[config.mk]
export PLATFORM = sky130hd
export DESIGN_NAME = serial_byte_buffer
export DESIGN_NICKNAME = d
export VERILOG_FILES = /design/src/rtl/sbb_pkg.sv /design/src/rtl/sbb_rx.sv /design/src/rtl/sbb_tx.sv /design/src/rtl/serial_byte_buffer.sv
export SDC_FILE = /design/constraint.sdc
export NUM_CORES = 1
export LEC_CHECK = 0
export CORE_MARGIN = 2
export CORE_UTILIZATION = 49
export DETAILED_ROUTE_END_ITERATION = 10
export GPL_TIMING_DRIVEN = 0
export PLACE_DENSITY_LB_ADDON = 0.15
export SLEW_MARGIN = 20
export SYNTH_ARGS = -nofsm -noshare
export SYNTH_HDL_FRONTEND = slang
export SYNTH_SLANG_ARGS = --single-unit
export TNS_END_PERCENT = 20
[constraint.sdc]
create_clock -name clk -period 1.71 [get_ports clk]
set_input_delay 0.342 -clock clk [delete_from_list [all_inputs] [get_ports clk]]
set_output_delay 0.342 -clock clk [all_outputs]
set_load 0.05 [all_outputs]
[src/rtl/sbb_pkg.sv]
package sbb_pkg;
  // Outcome of an engine load request in the transmit path
  typedef enum logic [1:0] {
    LD_IDLE,    // no request this cycle
    LD_FRESH,   // holding register written since last transfer
    LD_BYPASS,  // host write lands in the same cycle as the request
    LD_RESEND   // nothing new: previous byte goes out again
  } tx_load_e;
endpackage

[src/rtl/sbb_rx.sv]
module sbb_rx #(
  parameter int W = 8
) (
  input  logic         clk,
  input  logic         rst,
  input  logic         bit_vld,
  input  logic         bit_in,
  input  logic         byte_done,
  input  logic         host_rd,
  input  logic         dbg_peek,
  output logic [W-1:0] rd_data,
  output logic         full,
  output logic         overrun
);
  logic [W-1:0] sr;
  logic [W-1:0] sr_nxt;
  logic         done;

  assign sr_nxt = bit_vld ? {sr[W-2:0], bit_in} : sr;
  assign done   = bit_vld & byte_done;

  always_ff @(posedge clk) begin
    if (rst) begin
      sr      <= '0;
      rd_data <= '0;
      full    <= 1'b0;
      overrun <= 1'b0;
    end else begin
      sr <= sr_nxt;
      if (overrun) begin
        // pending byte (possibly overwritten) moves on the freeing read
        if (host_rd) begin
          rd_data <= sr_nxt;
          overrun <= 1'b0;
        end
      end else if (done) begin
        if (!full || host_rd) begin
          rd_data <= sr_nxt;
          full    <= 1'b1;
        end else begin
          overrun <= 1'b1;
        end
      end else if (host_rd) begin
        full <= 1'b0;
      end
    end
  end

  p_ovr_needs_full_r4: assert property (@(posedge clk) disable iff (rst)
    overrun |-> full);
  p_hold_stable_r4: assert property (@(posedge clk) disable iff (rst)
    (full && !host_rd) |=> $stable(rd_data));
  p_peek_keeps_ovr_r6: assert property (@(posedge clk) disable iff (rst)
    (dbg_peek && overrun && !host_rd) |=> overrun);
  p_read_clears_ovr_r5: assert property (@(posedge clk) disable iff (rst)
    (overrun && host_rd) |=> (!overrun && full));
endmodule

[src/rtl/sbb_tx.sv]
module sbb_tx
  import sbb_pkg::*;
#(
  parameter int W = 8
) (
  input  logic         clk,
  input  logic         rst,
  input  logic         wr,
  input  logic [W-1:0] wdata,
  input  logic         load,
  input  logic         shift,
  output logic         bit_out,
  output logic         ready,
  output logic         not_empty
);
  logic [W-1:0] hold;
  logic [W-1:0] sr;
  logic         fresh;
  tx_load_e     ld;

  always_comb begin
    ld = LD_IDLE;
    if (load) begin
      if (wr)         ld = LD_BYPASS;
      else if (fresh) ld = LD_FRESH;
      else            ld = LD_RESEND;
    end
  end

  always_ff @(posedge clk) begin
    if (rst) begin
      hold      <= '0;
      sr        <= '0;
      fresh     <= 1'b0;
      not_empty <= 1'b1;
    end else begin
      if (wr) hold <= wdata;
      unique case (ld)
        LD_BYPASS: begin
          sr        <= wdata;
          fresh     <= 1'b0;
          not_empty <= 1'b1;
        end
        LD_FRESH: begin
          sr    <= hold;
          fresh <= 1'b0;
        end
        LD_RESEND: begin
          sr        <= hold;
          not_empty <= 1'b0;
        end
        default: begin
          if (shift) sr <= {sr[W-2:0], 1'b0};
          if (wr) begin
            fresh     <= 1'b1;
            not_empty <= 1'b1;
          end
        end
      endcase
    end
  end

  assign ready   = ~fresh;
  assign bit_out = sr[W-1];

  p_stale_load_r9: assert property (@(posedge clk) disable iff (rst)
    (load && !wr && ready) |=> !not_empty);
  p_write_sets_r10: assert property (@(posedge clk) disable iff (rst)
    wr |=> not_empty);
  p_write_busy_r7: assert property (@(posedge clk) disable iff (rst)
    (wr && !load) |=> !ready);
  p_load_frees_r8: assert property (@(posedge clk) disable iff (rst)
    load |=> ready);
endmodule

[src/rtl/serial_byte_buffer.sv]
module serial_byte_buffer #(
  parameter int DATA_W = 8
) (
  input  logic              clk,
  input  logic              rst,
  input  logic              rx_bit_vld,
  input  logic              rx_bit,
  input  logic              rx_byte_done,
  input  logic              host_rd,
  input  logic              dbg_peek,
  output logic [DATA_W-1:0] rx_data,
  output logic              rx_ready,
  output logic              rx_overrun,
  input  logic              host_wr,
  input  logic [DATA_W-1:0] host_wdata,
  output logic              tx_ready,
  input  logic              tx_load_req,
  input  logic              tx_shift,
  output logic              tx_bit,
  output logic              tx_not_empty
);
  localparam int W = DATA_W;

  sbb_rx #(.W(W)) u_rx (
    .clk       (clk),
    .rst       (rst),
    .bit_vld   (rx_bit_vld),
    .bit_in    (rx_bit),
    .byte_done (rx_byte_done),
    .host_rd   (host_rd),
    .dbg_peek  (dbg_peek),
    .rd_data   (rx_data),
    .full      (rx_ready),
    .overrun   (rx_overrun)
  );

  sbb_tx #(.W(W)) u_tx (
    .clk       (clk),
    .rst       (rst),
    .wr        (host_wr),
    .wdata     (host_wdata),
    .load      (tx_load_req),
    .shift     (tx_shift),
    .bit_out   (tx_bit),
    .ready     (tx_ready),
    .not_empty (tx_not_empty)
  );
endmodule

[Yosys cells after proc, flatten, opt, wreduce, memory -nomap -nowiden]
Index checks and enable logic that the tools add are counted.
Cells by class
  multiplexer cells: 20
  bitwise operators: 5
  multiply operators: 0
  order comparisons: 0
  shifts and indexed selects: 0
  divide/modulo/power cells: 0
  add/sub/neg operators: 0
  reductions and logical operators: 14
  eq/ne operators: 5
Operators by type and width (count)
  $mux W8: 6
  $pmux W8 S2: 1
  $mux W1: 8
  $reduce_bool A2 Y1: 4
  $mux W2: 3
  $reduce_and A3 Y1: 2
  $reduce_bool A3 Y1: 2
  $eq A2 B2 Y1 const B: 2
  $ne A2 B2 Y1 const B: 2
  $not A1 Y1: 4
  $reduce_and A2 Y1: 2
  $reduce_or A2 Y1: 2
  $pmux W1 S3: 1
  $eq A2 B1 Y1 const B: 1
  $pmux W1 S2: 1
  $and A1 B1 Y1: 1
  $logic_not A1 Y1: 1
  $logic_or A1 B1 Y1: 1
Word-level totals
  bits of input ports: 18
  bits in read-only memories: 0
  word-level logic and storage cells: 52
  bits in writable memories: 0
  latch bits: 0
  bits in registers: 36
  memories kept: 0

[Logic depth before layout (Yosys ltp)]
Gate-level depths: netlist of the first run.
  depth in word-level cells: 7
  gate-level depth with buffers: 7
  gate-level depth less buffers: 6

[Modules after synthesis]
Synthesis of the first run repeated with hierarchy kept, for this count alone.
Unflattened totals
  cell total of the unflattened synthesis: 124
  area, all modules: 1388.8 um^2
Modules (own cells, without submodules)
  sbb_rx: cells each 62, area an instance 721.9 um^2, instances 1, sequential area each 360.3 um^2
  sbb_tx: cells each 62, area an instance 666.9 um^2, instances 1, sequential area each 360.3 um^2

[Worst setup path before layout of the first run]
No wires, ideal clock.
  path kind: input port to flip-flop
  start point: in tx_load_req
  end point: reg u_tx.fresh
  stages on the path: 5
  arrival: 1.435 ns
  data required time: 1.624 ns
  buffers on the path: 2
  setup slack: 0.189 ns
  library setup time: 0.086 ns
  path through: clkbuf_1 -> buf_2 -> a21boi_0 -> ha_1 -> a211oi_1
Between the ends
  longest elaborated chain between the ends: 5
RTL lines
  start, declared: line serial_byte_buffer.sv:17  | input logic tx_load_req,
  $mux W2 *: line sbb_tx.sv:23  | if (load) begin
  $eq A2 B2 Y1 / $eq A2 B1 Y1 (equally long branches): line sbb_tx.sv:38  | unique case (ld)
  $reduce_or A2 Y1 (no line)
  $reduce_bool A2 Y1 (no line)
  $reduce_and A2 Y1 (no line)
  end signal, assigned: line sbb_tx.sv:34  | fresh <= 1'b0;
  end signal, assigned: line sbb_tx.sv:41  | fresh <= 1'b0;
  end signal, assigned: line sbb_tx.sv:46  | fresh <= 1'b0;
  end, declared: line sbb_tx.sv:18  | logic fresh;
Mark *: on every way between the ends. The rest lies on a longest branch, timed or not.
A chain may end at the register's enable or synchronous reset.

[Worst setup path after layout of the first run]
  start point: reg u_rx.overrun
  end point: out rx_overrun
RTL lines
  start, declared: line sbb_rx.sv:13  | output logic overrun
  start signal, assigned: line sbb_rx.sv:27  | overrun <= 1'b0;
  start signal, assigned: line sbb_rx.sv:34  | overrun <= 1'b0;
  start signal, assigned: line sbb_rx.sv:41  | overrun <= 1'b1;
  end, declared: line serial_byte_buffer.sv:13  | output logic rx_overrun,
No word-level cell between the ends.

==> results of run 1 <==
[cells by family after synthesis]
family / share of synthesized area
simple gates: 0.138
flops: 0.489
mux: 0.197
compound gates: 0.116
buf+inv: 0.0501
fa+ha+maj: 0.00849
[layer usage]
layer	wire length, um	part of all wire
met4	60	0.022
met1	1210	0.44
met2	1350	0.49
met3	126	0.046
met5	0	0
[power breakdown]
group	internal [uW]	switching, uW	total (uW)	leakage, uW
registers	871	13.4	884	0.000294
clock network	388	283	671	0.0000515
logic	95.6	109	204	0.000487
total	1350	405	1760	0.000833
[path summary, 6_finish.rpt]
kind	from	endpoint	slack, ns	depth (start not counted)
max	u_rx.overrun$_SDFF_PP0_	rx_overrun	0.06	1
min	rx_bit_vld	u_rx.sr[7]$_SDFF_PP0_	0.37	3
max reg2reg	u_rx.overrun$_SDFF_PP0_	u_rx.rd_data[4]$_SDFFE_PP0P_	0.50	4
min reg2reg	u_tx.hold[7]$_SDFFE_PP0P_	u_tx.hold[7]$_SDFFE_PP0P_	0.51	2
[worst reg2reg max path, cell delays in order, from the launching register on]
cell and delay [ns]:
dfxtp_1 0.41, nor2_1 0.06, o22a_1 0.18, buf_6 0.15
mux2_4 0.30
[stage by stage]
stage | area, um^2 | power, uW | setup TNS [ns] | hold WS [ns]
2_1_floorplan | 1470 | 1040 | 0 | 0.421
3_3_place_gp | 1780 | 1110 | -0.994 | 0.485
3_5_place_dp | 1780 | 1120 | -1.13 | 0.493
4_1_cts | 1860 | 1780 | 0 | 0.359
5_1_grt | 1860 | 1830 | 0 | 0.365
6_report | 1860 | 1760 | 0 | 0.370
[flip-flops by register name, indices dropped and copies added (netlist names)]
name,count
u_tx.not_empty,1
u_tx.sr,8
u_rx.rd_data,8
u_rx.overrun,1
u_tx.fresh,1
u_rx.sr,8
u_rx.full,1
u_tx.hold,8
[what timing repair did]
| item | 4_1_cts | 5_1_grt |
|---|---|---|
| buffers inserted | 0 | 0 |
| endpoints found under the setup margin | 15 | 2 |
| gates resized for setup | 14 | 2 |
[Yosys cell counts (all sizes together)]
cell type  count
nor2          17
ha             1
mux2           8
nor2b         16
dfxtp         36
buf            8
o21ai          1
and2           1
o21ba          1
or2b           1
o22a           1
a21o           1
clkbuf         2
nor3b          1
a21boi         1
o21bai         1
inv            4
a211oi        14
mux2i         17
nor3           2
nand2b         1
a21oi          4
[layout make-up]
type / instances / area share
Buffer: 9 / 0.0310
Clock inverter: 1 / 0.0162
Tap cell: 31 / 0.0209
Timing Repair Buffer: 27 / 0.136
Clock buffer: 7 / 0.0350
Sequential cell: 36 / 0.388
Inverter: 4 / 0.00808
Multi-Input combinational cell: 89 / 0.365
==> flow_summary.ini, run 1 <==
[outcome]
status = complete, but fails checks
failed_checks = DRC

[floorplanning]
die_h_um = 58.8
core_region_area_um2 = 2810
start_util = 0.525
die_area_um2 = 3460
design.portCount = 31
die_width_um = 58.8
rows = 19

[routing]
drc_errors = 2
ant_nets = 0
firstDrtPassIters = 7
wl_per_cell_um = 13.5
vias = 1068
drtIter0Drc = 20
viasPerCell = 5.24
routed_wl_mm = 2.75

[placement]
placedCellCount = 197
port_buffers = 27
pre_cts_ws_ns = -0.544
dp_hpwl_mm = 1.95
gp_congestion = 0.702

[finish]
nFillCells = 236
diodes = 0
multi_input_area_um2 = 678
drive_gt1_frac = 0.145
syn_to_final_growth_pct = 26.2
stdcell_count = 204
post-route-util = 0.662
layout.nets = 191
layout.cells.most_common_list = 36 x dfxtp_1, 17 x mux2i_1, 17 x nor2_1
seq_area_um2 = 721
final_common_cell = dfxtp_1

[logic_synthesis]
synth_area_leaders = dfxtp_1 49%, mux2i_1 12%, mux2_4 8.2%
syn_nets = 158
ys_types = 24
ys_seq_area_frac = 0.489
avgSynthCellArea_um2 = 10.6
yosysTopAreaCellShare = 0.489
synth_area_um2 = 1470
synth_largest_area_cell = dfxtp_1
synthCells = 139
ys_ff_latch = 36
ys_warn_count = 0

[global_route]
grt_pass1_wl_mm = 4.64
busiest_layer = met2
globalRouteOverflowTotal = 0
met3_usage = 0.0484
grt_pass1_vias = 1069
grt_max_degree = 12
grt_util_met2 = 0.316
grt_antenna_before_repair = 0
grtUsageMet1 = 0.198
grtUsageTotal = 0.182

[sta]
rsz0062_at_grt = false
hold_violations = 0
fin_skew_ns = 0.0149
slew_headroom = 0.668
post-route-period-util = 0.963
worstMarginPinSlew_ns = 0.500
fmax_mhz = 607
finalSetupViolCount = 0
post-route-min-period_ns = 1.65
final_max_slew_viol_count = 0
setup_slack_ns = 0.0626

[setup_path]
critPathKind = reg2out
path_delay_family = buffers and inverters
cp_slowest_stage_delay_ns = 0.56
cp.required_ns = 1.37
start_kind = register
path_cells = dlygate4sd2_1
worst-path-buf-inv = 1
cp_max_fo = 6
crit_arrival_ns = 1.31
slowest_stage = dlygate4sd2_1
endpoint_kind = output port

[power]
leakagePower_uw = 0.000833
peakVddDrop_v = 0.000678
power.density_nw_per_um2 = 947

[min_path]
min_path_type = in2reg

[clock_network]
cts.sinks = 36
htreeDepth = 2
cts_tree = done
hold_buffers = 0
clock_latency_ns = 0.35
clk_pin_slew_worst_paths_ns = 0.11
numCtsBuffers = 5
cts_max_path_buffers = 2
root_buffer = clkbuf_4

[flow_run]
drv_cap = 0
No activity file was read; power rests on OpenSTA's default activity.
==> run 2: changes to the inputs <==
--- a/config.mk
+++ b/config.mk
@@ -5,7 +5,7 @@
 export SDC_FILE = /design/constraint.sdc
 export NUM_CORES = 1
 export LEC_CHECK = 0
-export CORE_MARGIN = 2
+export CORE_MARGIN = 4
 export CORE_UTILIZATION = 49
 export DETAILED_ROUTE_END_ITERATION = 10
 export GPL_TIMING_DRIVEN = 0
==> run 2 against run 1 <==
  * The run now ends clean
  * Clock power rose by 34%
  * Utilization rose by 1.6 points
  * Power rose by 13%
  * Largest power group is now the clock network
==> flow_summary.ini, run 2 (synthesized netlist as in run 1, its figures left out) <==
[sta]
final_max_slew_viol_count = 0
setup_slack_ns = 0.0832
fmax_mhz = 615
post-route-period-util = 0.951
slew_headroom = 0.646
worstMarginPinSlew_ns = 0.531
fin_skew_ns = 0.00945
finalSetupViolCount = 0
hold_violations = 0
post-route-min-period_ns = 1.63

[placement]
gp_congestion = 0.746
pre_cts_ws_ns = -0.521
port_buffers = 27
placed_area_um2 = 1780
dp_hpwl_mm = 1.93

[clock_network]
clk_pin_slew_worst_paths_ns = 0.11
htreeDepth = 2
post-cts-setup-buffers = 0
clock_latency_ns = 0.35
cts_max_path_buffers = 2
cts_tree = done
numCtsBuffers = 5
cts_resized = 14
cts.sinks = 36
root_buffer = clkbuf_4
hold_buffers = 0

[floorplanning]
design.portCount = 31
rows = 19
die_h_um = 62.8
core_region_area_um2 = 2810
die_area_um2 = 3950
die_width_um = 62.8
start_util = 0.525

[global_route]
grt_max_degree = 13
globalRouteOverflowTotal = 0
grtUsageTotal = 0.159
grt_antenna_before_repair = 0
grt_pass1_wl_mm = 4.91
grt_pass1_vias = 1086

[flow_run]
drv_cap = 0

[finish]
layout.nets = 192
final_common_cell = dfxtp_1
layout.cells.most_common_list = 36 x dfxtp_1, 17 x mux2i_1, 17 x nor2_1
fin_area_um2 = 1900
nFillCells = 222
post-route-util = 0.678
diodes = 0
drive_gt1_frac = 0.149
syn_to_final_growth_pct = 29.2

[routing]
ant_nets = 0
drc_errors = 0
wl_per_cell_um = 13.6
firstDrtPassIters = 4
vias = 1082
routed_wl_mm = 2.79
drtIter0Drc = 41
viasPerCell = 5.28

[setup_path]
cp_slowest_stage_delay_ns = 0.53
cp.required_ns = 1.37
start_kind = register
critPathKind = reg2out
path_delay_family = buffers and inverters
slowest_stage = clkdlybuf4s15_1
endpoint_kind = output port
worst-path-buf-inv = 1
cp_max_fo = 6
crit_arrival_ns = 1.28
path_cells = clkdlybuf4s15_1

[min_path]
min_path_type = in2reg

[outcome]
status = complete, no violations

[power]
peakVddDrop_v = 0.000736
power.density_nw_per_um2 = 1050
p_total_uw = 1990
leakagePower_uw = 0.000847
-- run 2: cell count changes in the layout (fill, tap and decap cells not counted), sizes merged --
cell and delta:
bufinv +2, dlygate4sd2 -2, buf -1, clkdlybuf4s15 +1, clkdlybuf4s50 +1
-- run 2: area by class of cell --
class	instances	area [um^2]	share of cell area
Tap cell	31	38.8	0.0204
Multi-Input combinational cell	89	678	0.356
Timing Repair Buffer	27	255	0.134
Sequential cell	36	721	0.379
Clock inverter	3	90.1	0.0473
Clock buffer	5	37.5	0.0197
Inverter	4	15.0	0.00789
Buffer	10	67.6	0.0355
-- run 2: per-stage QoR --
step / instances / hold WS (ns) / TNS, ns
CTS: 205 / 0.359 / 0
detailed placement: 197 / 0.490 / -1.17
finish: 205 / 0.369 / 0
global placement: 197 / 0.485 / -1.01
global route: 205 / 0.378 / -0.000488
floorplan: 139 / 0.421 / 0
-- run 2: final timing paths --
| kind | startpoint | endpoint | slack (ns) | cells after the start |
|---|---|---|---|---|
| worst max register to register | u_rx.overrun$_SDFF_PP0_ | u_rx.rd_data[2]$_SDFFE_PP0P_ | 0.50 | 4 |
| worst min-delay path | rx_bit_vld | u_rx.sr[3]$_SDFF_PP0_ | 0.37 | 3 |
| worst min register to register | u_tx.hold[6]$_SDFFE_PP0P_ | u_tx.hold[6]$_SDFFE_PP0P_ | 0.51 | 2 |
| worst max-delay path | u_rx.overrun$_SDFF_PP0_ | rx_overrun | 0.08 | 1 |
-- run 2: power breakdown --
part           total [uW]  leakage [uW]  switching [uW]  internal (uW)
Clock                 901     0.0000654             299            602
Combinational         208      0.000488             109           98.5
Sequential            885      0.000294            13.7            871
-- run 2: routing by layer --
| layer | wire length [um] | GRT usage |
|---|---|---|
| met5 | 0 | 0 |
| met4 | 78 | 0.0826 |
| met3 | 142 | 0.0683 |
| met2 | 1330 | 0.269 |
| met1 | 1240 | 0.166 |
==> run 3: changes to the inputs <==
--- a/config.mk
+++ b/config.mk
@@ -5,6 +5,7 @@
 export SDC_FILE = /design/constraint.sdc
 export NUM_CORES = 1
 export LEC_CHECK = 0
+export ABC_CLOCK_PERIOD_IN_PS = 1710
 export CORE_MARGIN = 4
 export CORE_UTILIZATION = 49
 export DETAILED_ROUTE_END_ITERATION = 10
==> results of run 3 <==
Same layout as run 2: the final DEF is identical, and so are final timing and power.
